==> config.mk <==
export PLATFORM = sky130hd
export DESIGN_NAME = result_byte_reader
export DESIGN_NICKNAME = d
export VERILOG_FILES = /design/src/rtl/result_byte_pkg.sv /design/src/rtl/result_byte_ctrl.sv /design/src/rtl/result_byte_dp.sv /design/src/rtl/result_byte_reader.sv
export SDC_FILE = /design/constraint.sdc
export NUM_CORES = 1
export LEC_CHECK = 0
export ABC_AREA = 1
export CAP_MARGIN = 20
export CORE_MARGIN = 5
export CORE_UTILIZATION = 40
export DETAILED_ROUTE_END_ITERATION = 16
export PLACE_DENSITY = 0.67
export SYNTH_ARGS = -nofsm -noshare
export SYNTH_HDL_FRONTEND = slang
export SYNTH_SLANG_ARGS = --single-unit
==> constraint.sdc <==
create_clock -name clk -period 1.9 [get_ports clk]
set_clock_uncertainty 0.2 [all_clocks]
set_input_delay 0.38 -clock clk [delete_from_list [all_inputs] [get_ports clk]]
set_output_delay 0.38 -clock clk [all_outputs]
set_load 0.005 [all_outputs]
==> src/rtl/result_byte_pkg.sv <==
package result_byte_pkg;
  typedef struct packed {
    logic capNow;      // install converter value into result latch
    logic stashNow;    // park converter value, read in progress
    logic applyStash;  // move parked value into result latch
    logic driveHi;     // present high byte
    logic driveLo;     // present low byte
  } strobe_t;
endpackage

==> src/rtl/result_byte_ctrl.sv <==
module result_byte_ctrl
  import result_byte_pkg::*;
(
  input  logic    clk,
  input  logic    rstN,
  input  logic    convBusy,
  input  logic    rdN,
  input  logic    selHi,
  input  logic    selLo,
  output strobe_t strobes,
  output logic    statusBit
);
  logic busyQ;
  logic pendQ;
  logic fallSeen;
  logic reading;

  assign fallSeen = busyQ & ~convBusy;
  assign reading  = ~rdN;

  always_comb begin
    strobes.capNow     = fallSeen & ~reading;
    strobes.stashNow   = fallSeen & reading;
    // a fresh capture outside a read supersedes any parked value
    strobes.applyStash = pendQ & ~reading & ~fallSeen;
    strobes.driveHi    = reading & selHi & ~selLo;
    strobes.driveLo    = reading & selLo & ~selHi;
  end

  always_ff @(posedge clk) begin
    if (!rstN) begin
      busyQ <= 1'b0;
      pendQ <= 1'b0;
    end else begin
      busyQ <= convBusy;
      if (strobes.stashNow)
        pendQ <= 1'b1;
      else if (!reading)
        pendQ <= 1'b0;
    end
  end

  assign statusBit = busyQ;
endmodule

==> src/rtl/result_byte_dp.sv <==
module result_byte_dp
  import result_byte_pkg::*;
#(
  parameter int RES_W = 12,
  parameter int BUS_W = 8
) (
  input  logic             clk,
  input  logic             rstN,
  input  logic [RES_W-1:0] convResult,
  input  strobe_t          strobes,
  input  logic             statusBit,
  input  logic             leftJust,
  input  logic             twosComp,
  output logic [BUS_W-1:0] busData,
  output logic             busOe
);
  localparam int NIB_W = RES_W - BUS_W;
  localparam int PAD_W = BUS_W - NIB_W - 1;

  logic [RES_W-1:0] resultQ;
  logic [RES_W-1:0] stashQ;
  logic [RES_W-1:0] coded;
  logic [BUS_W-1:0] hiByte;
  logic [BUS_W-1:0] loByte;

  always_ff @(posedge clk) begin
    if (!rstN) begin
      resultQ <= '0;
      stashQ  <= '0;
    end else begin
      if (strobes.stashNow)
        stashQ <= convResult;
      if (strobes.capNow)
        resultQ <= convResult;
      else if (strobes.applyStash)
        resultQ <= stashQ;
    end
  end

  assign coded = {resultQ[RES_W-1] ^ twosComp, resultQ[RES_W-2:0]};

  always_comb begin
    if (leftJust) begin
      hiByte = coded[RES_W-1 -: BUS_W];
      loByte = {coded[NIB_W-1:0], {PAD_W{1'b0}}, statusBit};
    end else begin
      hiByte = {statusBit, {PAD_W{1'b0}}, coded[RES_W-1:BUS_W]};
      loByte = coded[BUS_W-1:0];
    end
  end

  assign busOe   = strobes.driveHi | strobes.driveLo;
  assign busData = strobes.driveHi ? hiByte :
                   strobes.driveLo ? loByte : '0;
endmodule

==> src/rtl/result_byte_reader.sv <==
module result_byte_reader
  import result_byte_pkg::*;
#(
  parameter int RES_W = 12,
  parameter int BUS_W = 8
) (
  input  logic             clk,
  input  logic             rstN,
  input  logic [RES_W-1:0] convResult,
  input  logic             convBusy,
  input  logic             rdN,
  input  logic             selHi,
  input  logic             selLo,
  input  logic             leftJust,
  input  logic             twosComp,
  output logic [BUS_W-1:0] busData,
  output logic             busOe
);
  strobe_t strobes;
  logic    statusBit;

  result_byte_ctrl i_ctrl (
    .clk       (clk),
    .rstN      (rstN),
    .convBusy  (convBusy),
    .rdN       (rdN),
    .selHi     (selHi),
    .selLo     (selLo),
    .strobes   (strobes),
    .statusBit (statusBit)
  );

  result_byte_dp #(.RES_W(RES_W), .BUS_W(BUS_W)) i_dp (
    .clk        (clk),
    .rstN       (rstN),
    .convResult (convResult),
    .strobes    (strobes),
    .statusBit  (statusBit),
    .leftJust   (leftJust),
    .twosComp   (twosComp),
    .busData    (busData),
    .busOe      (busOe)
  );
endmodule

==> results of run 1 <==
final cells by class:
class | instances | area, sq um | share of cell area (%)
clock buffer | 4 | 55.1 | 2.81
inverter | 46 | 173 | 8.82
multi-input combinational | 166 | 758 | 38.7
sequential | 26 | 520 | 26.6
tap | 48 | 60.1 | 3.07
timing repair buffer | 44 | 392 | 20.0
synth_stat cells:
| library cell | n | area [sq um] |
|---|---|---|
| nand3_4 | 1 | 17.5 |
| nor2_1 | 39 | 146 |
| dfxtp_1 | 26 | 521 |
| inv_1 | 46 | 173 |
| or2_1 | 1 | 6.26 |
| nand2_1 | 68 | 255 |
| a21oi_1 | 14 | 70.1 |
| nor3_4 | 1 | 16.3 |
| buf_4 | 4 | 30.0 |
| xnor2_1 | 1 | 8.76 |
| buf_6 | 2 | 22.5 |
| clkbuf_1 | 3 | 11.3 |
| o21ai_0 | 25 | 125 |
| nand2_2 | 2 | 12.5 |
| nand3_1 | 12 | 60.1 |
| nand3_2 | 2 | 20.0 |
| buf_2 | 2 | 10.0 |
layer usage:
layer / part of all wire, % / up-vias / wire (um) / track usage (%)
li1: - / 819 / - / -
met1: 46 / 624 / 1550 / 16.8
met2: 47 / 35 / 1590 / 24.1
met3: 5.6 / 4 / 191 / 2.10
met4: 1.8 / 0 / 60 / 6.68
met5: 0 / - / 0 / 0
worst min-delay path by stage:
stage,end,slack [ns],depth (start not counted)
6_report,i_ctrl.pendQ,0.22,3
5_1_grt,i_ctrl.pendQ,0.23,3
4_1_cts,i_dp.stashQ[4],0.32,2
3_5_place_dp,i_dp.stashQ[3],0.30,2
3_3_place_gp,i_dp.stashQ[3],0.29,2
2_1_floorplan,i_ctrl.pendQ,0.25,1
cell usage in the layout (no fill, tap or decap), types with 4 or more instances in the layout:
cell,count
buf_6,4
o21ai_0,15
nor2_1,39
nand2_1,67
dfxtp_1,26
inv_1,42
clkdlybuf4s50_1,14
buf_4,12
inv_2,4
o21ai_1,10
a21oi_1,14
nand3_1,11
buf_2,7
clkbuf_8,4
registers in the layout, summed over array words and instances (netlist names):
| register | flops |
|---|---|
| i_dp.stashQ | 12 |
| i_dp.resultQ | 12 |
| i_ctrl.pendQ | 1 |
| i_ctrl.statusBit | 1 |
stage by stage:
stage / instances / TNS (ns) / worst slack [ns]
detailed placement: 325 / -8.08 / -0.662
global placement: 325 / -7.40 / -0.641
CTS: 335 / 0 / 0.00129
global route: 334 / -0.0440 / -0.0228
floorplan: 249 / 0 / 0.412
finish: 334 / 0 / 0.0599
cells by family after synthesis:
kind of cell | share of synthesized area (%)
buf+inv | 16.4
xor+xnor | 0.582
flops | 34.6
simple gates | 35.5
compound gates | 13.0
power breakdown:
group / switching (mW) / internal, mW
clock: 0.173 / 0.185
combinational: 0.103 / 0.100
sequential: 0.0110 / 0.567
total: 0.287 / 0.852
what timing repair did:
action | CTS | global route
gates cloned | 0 | 0
endpoints found under the setup margin | 9 | 10
gates resized for setup | 52 | 15
pin swaps | 5 | 2
buffers inserted | 6 | 0
worst max-delay path, cell delays in order:
cell,delay [ns]
buf_4,0.13
nor3_4,0.23
buf_4,0.15
buf_4,0.10
nand2_4,0.04
o21ai_1,0.11
buf_2,0.13
==> results.json, run 1 <==
{
  "cts_hold_buffers": 0,
  "finalSetupViolations": 0,
  "drive_gt1_share_pct": 15.0,
  "die_area_sq_um": 5090,
  "tightestPinTransition_ns": 0.295,
  "max_slew_margin_pct": 80.3,
  "reg2reg_slack_ns": 0.41,
  "grt_pass1_wl_um": 5800,
  "cts.path.max_buffers": 2,
  "arrival_ns": 1.26,
  "rsz0062_at_grt": "true",
  "worstSetupStartpointType": "primary input",
  "viasPerCell": 4.44,
  "required_ns": 1.32,
  "hpwlAfterDp_um": 2390,
  "synthDistinctLibCells": 17,
  "cap_violations": 0,
  "syn_avg_cell_area_sq_um": 6.04,
  "nFillCells": 375,
  "fin_util_pct": 53.5,
  "powerDensity_nw_per_um2": 582,
  "reg2reg_to": "i_dp.stashQ[1]",
  "grt_pass1_vias": 1345,
  "cts-root-buf": "clkbuf_8",
  "min_path_type": "in -> reg",
  "synth.ff_latch_count": 26,
  "cts_sinks": 26,
  "fin_total_pwr_mw": 1.14,
  "power_leakage_nw": 1.03,
  "syn-cell-area_sq_um": 1510,
  "num_io_pins": 29,
  "stdcell_area_sq_um": 1960,
  "drt_iter0_markers": 51,
  "synthesis.nets": 269,
  "vias": 1482,
  "critPathLaunch": "selHi",
  "core_area_sq_um": 3660,
  "first_pass_iters": 4,
  "worstSetupPathType": "in -> out",
  "drcViolationCount": 0,
  "yosysSeqAreaShare_pct": 34.6,
  "cts-buffers-inserted": 3,
  "gp_congestion": 0.821,
  "grt_antenna_before_repair": 0,
  "wl_per_cell_um": 10.2,
  "layout_min_cycle_time_ns": 1.84,
  "holdWs_ns": 0.221,
  "slew_violations": 0,
  "clk_pin_slew_ns": 0.08,
  "postRouteAntennaNets": 0,
  "routed_wirelength_um": 3390,
  "synthCells": 249,
  "h-tree-depth": 1,
  "outcome": "complete, no violations",
  "path_max_fanout": 3,
  "ys_warn_count": 0,
  "peakVddDrop_v": 0.000287,
  "cp-end-kind": "output pin",
  "die_w_um": 71.3,
  "worst_setup_path_endpoint": "busData[1]",
  "place.port_buffers": 28,
  "min_period_over_period_pct": 96.8,
  "die_h_um": 71.3,
  "fmax_mhz": 543,
  "overflow": 0,
  "hp-start": "rdN",
  "nNetsFinal": 307,
  "worst_r2r_startpoint": "i_ctrl.statusBit",
  "initial_core_util_pct": 41.1,
  "track_usage_pct": 13.9,
  "antenna_cells": 0,
  "rows": 22,
  "syn_to_final_growth_pct": 30.1,
  "finalHoldViolations": 0,
  "reg2regPathDepth": 6,
  "dpl-instance-area_sq_um": 1880,
  "grt_max_degree": 27,
  "clk_latency_ns": 0.27,
  "cts_tree": "yes"
}
(Power assumes the default switching activity.)
==> run 2: changes to the inputs <==
--- a/config.mk
+++ b/config.mk
@@ -6,10 +6,12 @@
 export NUM_CORES = 1
 export LEC_CHECK = 0
 export ABC_AREA = 1
+export ABC_CLOCK_PERIOD_IN_PS = 1900
 export CAP_MARGIN = 20
 export CORE_MARGIN = 5
 export CORE_UTILIZATION = 40
 export DETAILED_ROUTE_END_ITERATION = 16
+export MAX_ROUTING_LAYER = met4
 export PLACE_DENSITY = 0.67
 export SYNTH_ARGS = -nofsm -noshare
 export SYNTH_HDL_FRONTEND = slang
==> constraint.sdc (replaced) <==
create_clock -name clk -period 1.9 [get_ports clk]
set_clock_uncertainty 0.2 [all_clocks]
set_input_delay 0.285 -clock clk [delete_from_list [all_inputs] [get_ports clk]]
set_output_delay 0.285 -clock clk [all_outputs]
set_load 0.005 [all_outputs]
==> results.json, run 2 (synthesis gave the netlist of run 1 again) <==
{
  "slew_violations": 0,
  "vias": 1489,
  "clk_pin_slew_ns": 0.09,
  "dpl-instance-area_sq_um": 1870,
  "syn_to_final_growth_pct": 31.3,
  "largestRegisters": "i_dp.resultQ x12, i_dp.stashQ x12",
  "use_met1_pct": 18.2,
  "min_path_type": "reg -> reg",
  "drcViolationCount": 0,
  "cp-end-kind": "output pin",
  "grt_pass1_vias": 1371,
  "num_io_pins": 29,
  "rows": 22,
  "max_slew_margin_pct": 75.1,
  "grt_pass1_wl_um": 5950,
  "multi_input_area_sq_um": 761,
  "routed_wirelength_um": 3410,
  "grt_max_degree": 27,
  "powerDensity_nw_per_um2": 627,
  "worstSetupPathType": "in -> out",
  "cts_hold_buffers": 0,
  "drive_gt1_share_pct": 12.9,
  "postRouteAntennaNets": 0,
  "rsz0062_at_grt": "false",
  "h-tree-depth": 1,
  "worstSetupStartpointType": "primary input",
  "final_cell_mix": "nand2_1, inv_1, nor2_1",
  "power_leakage_nw": 1.04,
  "clk_latency_ns": 0.27,
  "initial_core_util_pct": 41.1,
  "drt_iter0_markers": 76,
  "met3_usage_pct": 2.38,
  "hpwlAfterDp_um": 2360,
  "cts_tree": "yes",
  "cts-buffers-inserted": 3,
  "arrival_ns": 1.37,
  "min_period_over_period_pct": 97.6,
  "overflow": 0,
  "peakVddDrop_v": 0.000336,
  "core_area_sq_um": 3660,
  "layout_min_cycle_time_ns": 1.86,
  "finalSetupViolations": 0,
  "nFillCells": 382,
  "die_area_sq_um": 5090,
  "track_usage_pct": 14.7,
  "cap_violations": 0,
  "viasPerCell": 4.46,
  "fin_util_pct": 54.0,
  "register_area_sq_um": 520,
  "die_h_um": 71.3,
  "cts-root-buf": "clkbuf_8",
  "cts.path.max_buffers": 2,
  "outcome": "complete, no violations",
  "nNetsFinal": 307,
  "antenna_cells": 0,
  "wl_per_cell_um": 10.2,
  "die_w_um": 71.3,
  "required_ns": 1.41,
  "gp_congestion": 0.836,
  "fmax_mhz": 539,
  "stdcell_area_sq_um": 1980,
  "first_pass_iters": 4,
  "grt_antenna_before_repair": 0,
  "place.port_buffers": 28,
  "path_max_fanout": 3,
  "cts_sinks": 26,
  "finalHoldViolations": 0,
  "met2_usage_pct": 24.0,
  "busiest_layer": "met2",
  "tightestPinTransition_ns": 0.373,
  "mostFrequentLayoutCell": "nand2_1"
}
## run 2: path summary, 6_finish.rpt
kind	start	end	slack [ns]	cells past startpoint
max reg2reg	i_ctrl.statusBit	i_dp.stashQ[0]	0.38	6
min reg2reg	i_dp.stashQ[3]	i_dp.stashQ[3]	0.32	2
max	selLo	busOe	0.04	7
min	i_dp.stashQ[3]	i_dp.stashQ[3]	0.32	2
## run 2: where the power goes
part           internal [mW]  switching, mW  leakage, nW
clock network          0.282          0.180       0.0357
logic                 0.0972          0.102        0.791
registers              0.567         0.0110        0.212
## run 2: layout make-up
type / count / area share (%)
inverters: 46 / 8.73
clock inverters: 1 / 1.52
well taps: 48 / 3.04
clock buffers: 3 / 2.09
flip-flops and latches: 26 / 26.3
repair buffers: 44 / 19.8
multi-input cells: 166 / 38.5
## run 2: worst max-delay path, stage by stage
cell and delay [ns]:
dlygate4sd2_1 0.24, inv_2 0.08, nor3_4 0.05, buf_4 0.13
buf_6 0.11, or2_1 0.22, dlygate4sd2_1 0.26
## run 2: metrics by stage
step,setup slack [ns],hold slack (ns),power [mW],setup TNS (ns),cells
floorplan,0.594,0.157,0.692,0,249
global placement,-0.452,0.292,0.781,-4.08,325
detailed placement,-0.462,0.296,0.782,-4.33,325
CTS,0.0579,0.325,1.25,0,334
global route,0.00690,0.361,1.30,0,334
finish,0.0447,0.321,1.24,0,334
## run 2: metal layers
| metal | routed length, um | part of all wire (%) |
|---|---|---|
| met1 | 1580 | 46 |
| met5 | 0 | 0 |
| met3 | 166 | 4.9 |
| met2 | 1620 | 48 |
| met4 | 36 | 1.1 |
## run 2: repair_timing
action,in CTS,in global routing
endpoints found under the setup margin,9,3
resized for setup,39,4
cloned,0,0
setup buffers,5,0
pin swaps,4,1
